$ cat config.mk
export PLATFORM = sky130hd
export DESIGN_NAME = pdev_ctrl
export DESIGN_NICKNAME = d
export VERILOG_FILES = /design/src/rtl/pdev_pkg.sv /design/src/rtl/pdev_rst_sync.sv /design/src/rtl/pdev_bus_dec.sv /design/src/rtl/pdev_data_bank.sv /design/src/rtl/pdev_seq.sv /design/src/rtl/pdev_ctrl.sv
export SDC_FILE = /design/constraint.sdc
export NUM_CORES = 1
export LEC_CHECK = 0
export ABC_AREA = 1
export ABC_CLOCK_PERIOD_IN_PS = 2610
export CORE_MARGIN = 4
export CORE_UTILIZATION = 53
export DETAILED_ROUTE_END_ITERATION = 10
export PLACE_DENSITY = 0.77
export SLEW_MARGIN = 20
export SYNTH_ARGS = -nofsm -noshare
export SYNTH_HDL_FRONTEND = slang
export SYNTH_SLANG_ARGS = --single-unit
$ cat constraint.sdc
create_clock -name clk -period 2.61 [get_ports clk]
set_clock_uncertainty 0.05 [all_clocks]
set_input_delay 0.522 -clock clk [delete_from_list [all_inputs] [get_ports clk]]
set_output_delay 0.522 -clock clk [all_outputs]
set_load 0.01 [all_outputs]
$ cat src/rtl/pdev_pkg.sv
package pdev_pkg;
  typedef enum logic [1:0] {
    PH_IDLE = 2'd0,
    PH_SEND = 2'd1,
    PH_RECV = 2'd2,
    PH_DONE = 2'd3
  } phase_e;

  localparam int ERR_W     = 4;
  localparam int OFS_CMD   = 0;
  localparam int OFS_STAT  = 1;
  localparam int OFS_DATA  = 2;
  localparam int BIT_BUSY  = 0;
  localparam int BIT_DONE  = 1;

  localparam logic [7:0] OP_SEND = 8'h01;
  localparam logic [7:0] OP_RECV = 8'h02;

  localparam logic [ERR_W-1:0] ERR_NONE   = 4'd0;
  localparam logic [ERR_W-1:0] ERR_REJECT = 4'd1;
  localparam logic [ERR_W-1:0] ERR_BADOP  = 4'd2;
endpackage

$ cat src/rtl/pdev_rst_sync.sv
module pdev_rst_sync #(
  parameter int STAGES = 2
) (
  input  logic clk,
  input  logic arst_n,
  output logic srst_n
);
  logic [STAGES-1:0] chain_q;
  logic [STAGES-1:0] chain_n;

  always_comb begin
    chain_n = {chain_q[STAGES-2:0], 1'b1};
  end

  always_ff @(posedge clk or negedge arst_n) begin
    if (!arst_n) chain_q <= '0;
    else         chain_q <= chain_n;
  end

  assign srst_n = chain_q[STAGES-1];
endmodule

$ cat src/rtl/pdev_bus_dec.sv
module pdev_bus_dec import pdev_pkg::*; #(
  parameter int N_DATA = 8,
  parameter int DW     = 8,
  parameter int AW     = 4
) (
  input  logic                         bus_sel,
  input  logic                         bus_we,
  input  logic [AW-1:0]                bus_addr,
  input  logic [DW-1:0]                cmd_q,
  input  logic [DW-1:0]                status,
  input  logic [N_DATA-1:0][DW-1:0]    data_q,
  output logic                         cmd_wr,
  output logic                         stat_wr,
  output logic [N_DATA-1:0]            data_wr,
  output logic [DW-1:0]                bus_rdata
);
  logic wr_cyc;

  assign wr_cyc  = bus_sel & bus_we;
  assign cmd_wr  = wr_cyc & (bus_addr == AW'(OFS_CMD));
  assign stat_wr = wr_cyc & (bus_addr == AW'(OFS_STAT));

  for (genvar g = 0; g < N_DATA; g++) begin : g_wdec
    assign data_wr[g] = wr_cyc & (bus_addr == AW'(OFS_DATA + g));
  end

  always_comb begin
    bus_rdata = '0;
    if (bus_addr == AW'(OFS_CMD))  bus_rdata = cmd_q;
    if (bus_addr == AW'(OFS_STAT)) bus_rdata = status;
    for (int i = 0; i < N_DATA; i++) begin
      if (bus_addr == AW'(OFS_DATA + i)) bus_rdata = data_q[i];
    end
  end
endmodule

$ cat src/rtl/pdev_data_bank.sv
module pdev_data_bank #(
  parameter int N_DATA = 8,
  parameter int DW     = 8,
  parameter int IW     = 3
) (
  input  logic                      clk,
  input  logic                      rst_n,
  input  logic [N_DATA-1:0]         bus_en,
  input  logic [DW-1:0]             bus_wdata,
  input  logic                      cap_en,
  input  logic [IW-1:0]             cap_idx,
  input  logic [DW-1:0]             cap_data,
  output logic [N_DATA-1:0][DW-1:0] data_q
);
  for (genvar g = 0; g < N_DATA; g++) begin : g_reg
    logic [DW-1:0] reg_q;
    logic [DW-1:0] reg_n;
    logic          reg_en;

    always_comb begin
      reg_en = bus_en[g] | (cap_en & (cap_idx == IW'(g)));
      reg_n  = bus_en[g] ? bus_wdata : cap_data;
    end

    always_ff @(posedge clk or negedge rst_n) begin
      if (!rst_n)      reg_q <= '0;
      else if (reg_en) reg_q <= reg_n;
    end

    assign data_q[g] = reg_q;
  end
endmodule

$ cat src/rtl/pdev_seq.sv
module pdev_seq import pdev_pkg::*; #(
  parameter int N_DATA = 8,
  parameter int DW     = 8,
  parameter int IW     = 3
) (
  input  logic             clk,
  input  logic             rst_n,
  input  logic             cmd_wr,
  input  logic [DW-1:0]    cmd_code,
  input  logic             clr_done,
  input  logic             tx_ready,
  input  logic             rx_valid,
  output logic             busy,
  output logic             done,
  output logic [ERR_W-1:0] err,
  output logic [DW-1:0]    cmd_q,
  output logic [IW-1:0]    idx,
  output logic             tx_valid,
  output logic             rx_ready,
  output logic             cap_en
);
  localparam logic [IW-1:0] IDX_LAST = IW'(N_DATA - 1);

  phase_e           ph_q, ph_n;
  logic [IW-1:0]    idx_q, idx_n;
  logic [ERR_W-1:0] err_q, err_n;
  logic [DW-1:0]    cmd_n;
  logic             cmd_en;
  logic             accept;
  logic             step;

  assign accept = cmd_wr & (ph_q == PH_IDLE);
  assign step   = ((ph_q == PH_SEND) & tx_ready) | ((ph_q == PH_RECV) & rx_valid);

  always_comb begin
    ph_n   = ph_q;
    idx_n  = idx_q;
    err_n  = err_q;
    cmd_n  = cmd_q;
    cmd_en = 1'b0;
    if (accept) begin
      cmd_en = 1'b1;
      cmd_n  = cmd_code;
      idx_n  = '0;
      if (cmd_code == DW'(OP_SEND)) begin
        ph_n  = PH_SEND;
        err_n = ERR_NONE;
      end else if (cmd_code == DW'(OP_RECV)) begin
        ph_n  = PH_RECV;
        err_n = ERR_NONE;
      end else begin
        ph_n  = PH_DONE;
        err_n = ERR_BADOP;
      end
    end else if (cmd_wr) begin
      err_n = ERR_REJECT;
    end
    if (step) begin
      if (idx_q == IDX_LAST) begin
        ph_n  = PH_DONE;
        idx_n = '0;
      end else begin
        idx_n = idx_q + IW'(1);
      end
    end
    if ((ph_q == PH_DONE) && clr_done) ph_n = PH_IDLE;
  end

  always_ff @(posedge clk or negedge rst_n) begin
    if (!rst_n) begin
      ph_q  <= PH_IDLE;
      idx_q <= '0;
      err_q <= ERR_NONE;
      cmd_q <= '0;
    end else begin
      ph_q  <= ph_n;
      idx_q <= idx_n;
      err_q <= err_n;
      if (cmd_en) cmd_q <= cmd_n;
    end
  end

  assign busy     = (ph_q == PH_SEND) | (ph_q == PH_RECV);
  assign done     = (ph_q == PH_DONE);
  assign err      = err_q;
  assign idx      = idx_q;
  assign tx_valid = (ph_q == PH_SEND);
  assign rx_ready = (ph_q == PH_RECV);
  assign cap_en   = (ph_q == PH_RECV) & rx_valid;
endmodule

$ cat src/rtl/pdev_ctrl.sv
module pdev_ctrl import pdev_pkg::*; #(
  parameter  int N_DATA = 8,
  parameter  int DW     = 8,
  localparam int AW     = $clog2(N_DATA + 2),
  localparam int IW     = (N_DATA > 1) ? $clog2(N_DATA) : 1
) (
  input  logic          clk,
  input  logic          rst_n,
  input  logic          bus_sel,
  input  logic          bus_we,
  input  logic [AW-1:0] bus_addr,
  input  logic [DW-1:0] bus_wdata,
  output logic [DW-1:0] bus_rdata,
  output logic          tx_valid,
  output logic [DW-1:0] tx_data,
  input  logic          tx_ready,
  input  logic          rx_valid,
  input  logic [DW-1:0] rx_data,
  output logic          rx_ready
);
  logic                      srst_n;
  logic                      cmd_wr;
  logic                      stat_wr;
  logic                      clr_done;
  logic [N_DATA-1:0]         data_wr;
  logic [N_DATA-1:0]         bank_en;
  logic                      busy;
  logic                      done;
  logic [ERR_W-1:0]          err;
  logic [DW-1:0]             cmd_q;
  logic [IW-1:0]             idx;
  logic                      cap_en;
  logic [N_DATA-1:0][DW-1:0] data_q;
  logic [DW-1:0]             status;

  pdev_rst_sync #(.STAGES(2)) u_rst (
    .clk    (clk),
    .arst_n (rst_n),
    .srst_n (srst_n)
  );

  pdev_bus_dec #(.N_DATA(N_DATA), .DW(DW), .AW(AW)) u_dec (
    .bus_sel   (bus_sel),
    .bus_we    (bus_we),
    .bus_addr  (bus_addr),
    .cmd_q     (cmd_q),
    .status    (status),
    .data_q    (data_q),
    .cmd_wr    (cmd_wr),
    .stat_wr   (stat_wr),
    .data_wr   (data_wr),
    .bus_rdata (bus_rdata)
  );

  assign clr_done = stat_wr & bus_wdata[BIT_DONE];
  assign bank_en  = data_wr & {N_DATA{~busy}};

  pdev_seq #(.N_DATA(N_DATA), .DW(DW), .IW(IW)) u_seq (
    .clk      (clk),
    .rst_n    (srst_n),
    .cmd_wr   (cmd_wr),
    .cmd_code (bus_wdata),
    .clr_done (clr_done),
    .tx_ready (tx_ready),
    .rx_valid (rx_valid),
    .busy     (busy),
    .done     (done),
    .err      (err),
    .cmd_q    (cmd_q),
    .idx      (idx),
    .tx_valid (tx_valid),
    .rx_ready (rx_ready),
    .cap_en   (cap_en)
  );

  pdev_data_bank #(.N_DATA(N_DATA), .DW(DW), .IW(IW)) u_bank (
    .clk       (clk),
    .rst_n     (srst_n),
    .bus_en    (bank_en),
    .bus_wdata (bus_wdata),
    .cap_en    (cap_en),
    .cap_idx   (idx),
    .cap_data  (rx_data),
    .data_q    (data_q)
  );

  always_comb begin
    status                = '0;
    status[BIT_BUSY]      = busy;
    status[BIT_DONE]      = done;
    status[DW-1 -: ERR_W] = err;
  end

  assign tx_data = data_q[idx];
endmodule

==> flow_metrics.tcl <==
set metrics [dict create \
    status "completed" \
    tns_ps 0 \
    coreArea_um2 9200 \
    dpl_worst_slack_ps -462 \
    die_height_um 105 \
    track_usage 0.318 \
    crit_top_cell "o21ai_1" \
    setup_violations 0 \
    remaining_drc_errors 0 \
    synth.distinct_cells 36 \
    hold_viol 0 \
    required_ps 2040 \
    synth.area.mux_share 0 \
    drt_iter0_markers 468 \
    synth_compound_area_frac 0.214 \
    final_nets 789 \
    row_count 35 \
    first_pass_iters 5 \
    cap_viol_max_count 0 \
    nFillCells 801 \
    period_share 0.978 \
    worst_pin_slew_ps 712 \
    seq_area_um2 2030 \
    grt_pass1_wl_um 27600 \
    gp_congestion 0.939 \
    max_stage_delay_ps 420 \
    fin_util 0.677 \
    vias 5393 \
    antenna_left 0 \
    fmax_mhz 392 \
    synth_edf_count 0 \
    synthTopCellsByCount "nand2_1 (129), dfrtp_1 (81), inv_1 (71)" \
    io_buffers 43 \
    cts_buffers 9 \
    synth_area_um2 5000 \
    clock_path_buffers 2 \
    power_density_nw_per_um2 932 \
    yosysSeqAreaShare 0.406 \
    cts_tree "built" \
    dieArea_um2 11000 \
    clkSlewWorstSetupHoldPaths_ps 90 \
    arrival_ps 1980 \
    path_max_fanout 4 \
    crit_slowest_cell "dfrtp_2" \
    start_kind "register" \
    cts_max_level 3 \
    critPathCaptureType "output port" \
    p_leak_uw 0.00290 \
    dp_hpwl_um 12500 \
    yosysMostFrequentCell "nand2_1" \
    critical_path_class "register to output port" \
    synth-main-ff-cell "dfrtp_1" \
    min_path_type "input pin to asynchronous set/reset pin" \
    synth_top_area_share 0.406 \
    synth_xor_xnor_area_share 0 \
    async_flop_share 1.00 \
    ys_ff_latch 81 \
    path_cells "clkinvlp_4 -> buf_4 -> buf_6 -> a21oi_2 -> o21ai_1 -> o21ai_1 -> nor2_1 -> a31oi_1 -> buf_2" \
    clk_latency_ps 370 \
    cts_num_sinks 81 \
    cp_num_buf_inv 4 \
    ys_top_cells_by_area "dfrtp_1 (41%), nand2_1 (9.7%), nand3_1 (5.7%)" \
    avgSynthCellArea_um2 7.65 \
    start_util 0.543 \
    die_x_um 105 \
    relSlewSlack 0.525 \
    synth_warnings 0 \
    synth_fa_ha_area_frac 0.0250 \
    syn_to_final_growth_pct 24.5 \
    routed_wl_um 16900 \
    synth_top_family_by_area "simple AND/OR/NAND/NOR gates" \
    root_buffer "clkbuf_8" \
    via_per_inst 6.21 \
    peakVddDrop_uv 628 \
    synthesis.instances 653 \
    multi_input_comb_area_um2 2590 \
    grt_pass1_vias 5302 \
    period_needed_ps 2550 \
    hold_ws_ps 248 \
    setup_slack_ps 56.9 \
    antenna_found_initial 0 \
    yosysTopAreaCell "dfrtp_1" \
    syn-num-nets 689 \
    layout-drive-gt1-share 0.207 \
    antenna_cells 0 \
    io_pins 44 \
    avgRoutedWirePerCell_um 19.4 \
    grt_max_degree 80 \
    overflow 0 \
    slew_violations 0 \
    yosys.area_share.simple 0.268 \
    cp_top_family "buffers and inverters" \
]
[what timing repair did]
action | 4_1_cts | 5_1_grt
endpoints found under the hold margin | 0 | 0
setup buffers | 13 | 1
pin swaps | 6 | 6
endpoints found under the setup margin | 16 | 16
gates resized for setup | 45 | 35
hold buffers | 0 | 0
gates cloned | 1 | 0
[path summary, 6_finish.rpt]
kind | from | to | slack (ps) | depth (start not counted)
max | u_seq.idx[1] | tx_data[7] | 60 | 9
min | rst_n | u_rst.chain_q[1] | 250 | 1
max reg2reg | u_seq.ph_q[1] | u_bank.g_reg[1].reg_q[2] | 470 | 8
min reg2reg | u_rst.chain_q[1] | u_bank.g_reg[7].reg_q[3] | 300 | 1
max in group asynchronous | u_rst.chain_q[1] | u_bank.g_reg[2].reg_q[0] | 1860 | 1
min in group clk | u_rst.chain_q[0] | u_rst.chain_q[1] | 310 | 0
[worst reg2reg max path, delay by kind of cell (launching register included)]
family                     cells  cell delay [ps]
buffers and inverters          2              350
and+or+nand+nor                3              380
adders and majority gates      1              190
DFF                            1              400
AOI/OAI and AO/OA              2              680
[flip-flops by register name, indices dropped and copies added (netlist names)]
signal and cells:
u_rst.chain_q 2, u_seq.ph_q 2, u_seq.cmd_q 8, u_bank.g.reg_q 64
u_seq.err 2, u_seq.idx 3
[cell families after synthesis]
kind of cell | count (synthesis)
buffers and inverters | 108
adder cells (fa/ha/maj) | 10
AND/OR/NAND/NOR | 285
flip-flops | 81
other | 1
AO/OA/AOI/OAI | 168
[final cells by class]
| cell class | count | area share |
|---|---|---|
| clock buffer | 9 | 0.0199 |
| clock inverter | 7 | 0.00844 |
| inverter | 89 | 0.0551 |
| multi-input combinational | 465 | 0.417 |
| sequential | 81 | 0.327 |
| tap | 111 | 0.0223 |
| timing repair buffer | 107 | 0.151 |
[power by group]
part           internal (uW)  leakage [uW]  switching [uW]
Clock                    354     0.0000904             527
Sequential              1780      0.000985             384
Combinational           1160       0.00182            1600
[per-stage QoR]
stage,cells,area (um^2),total power (uW)
after floorplan,653,5000,3690
after global placement,839,5890,4720
after detailed placement,839,5890,4810
after CTS,869,6210,5730
after global routing,869,6220,6240
final,869,6220,5800
[routing by layer]
layer / GRT usage / up-vias / wire length [um]
met1: 0.427 / 2556 / 6870
met4: 0.171 / 0 / 817
met2: 0.492 / 316 / 7670
li1: - / 2450 / -
met5: 0 / - / 0
met3: 0.0513 / 71 / 1530
[cell usage in the layout, fill, tap and decap left out, types with 3 or more instances in the layout]
cell type	count
nand2_1	128
dfrtp_1	78
inv_1	64
nand3_1	56
o21ai_0	55
buf_4	55
nor2_1	51
o221ai_1	32
a21oi_1	29
clkdlybuf4s50_1	23
inv_2	20
o211ai_1	18
nand4_1	13
nor2_4	11
a31oi_1	11
nand2_2	10
ha_1	9
clkbuf_8	9
clkbuf_2	8
nor2_2	7
o21ai_1	7
o22ai_1	7
inv_6	4
buf_12	4
buf_6	4
clkinv_1	3
dlygate4sd2_1	3
clkdlybuf4s15_1	3
dlymetal6s2s_1	3
Power figures use the tool's default switching activity.
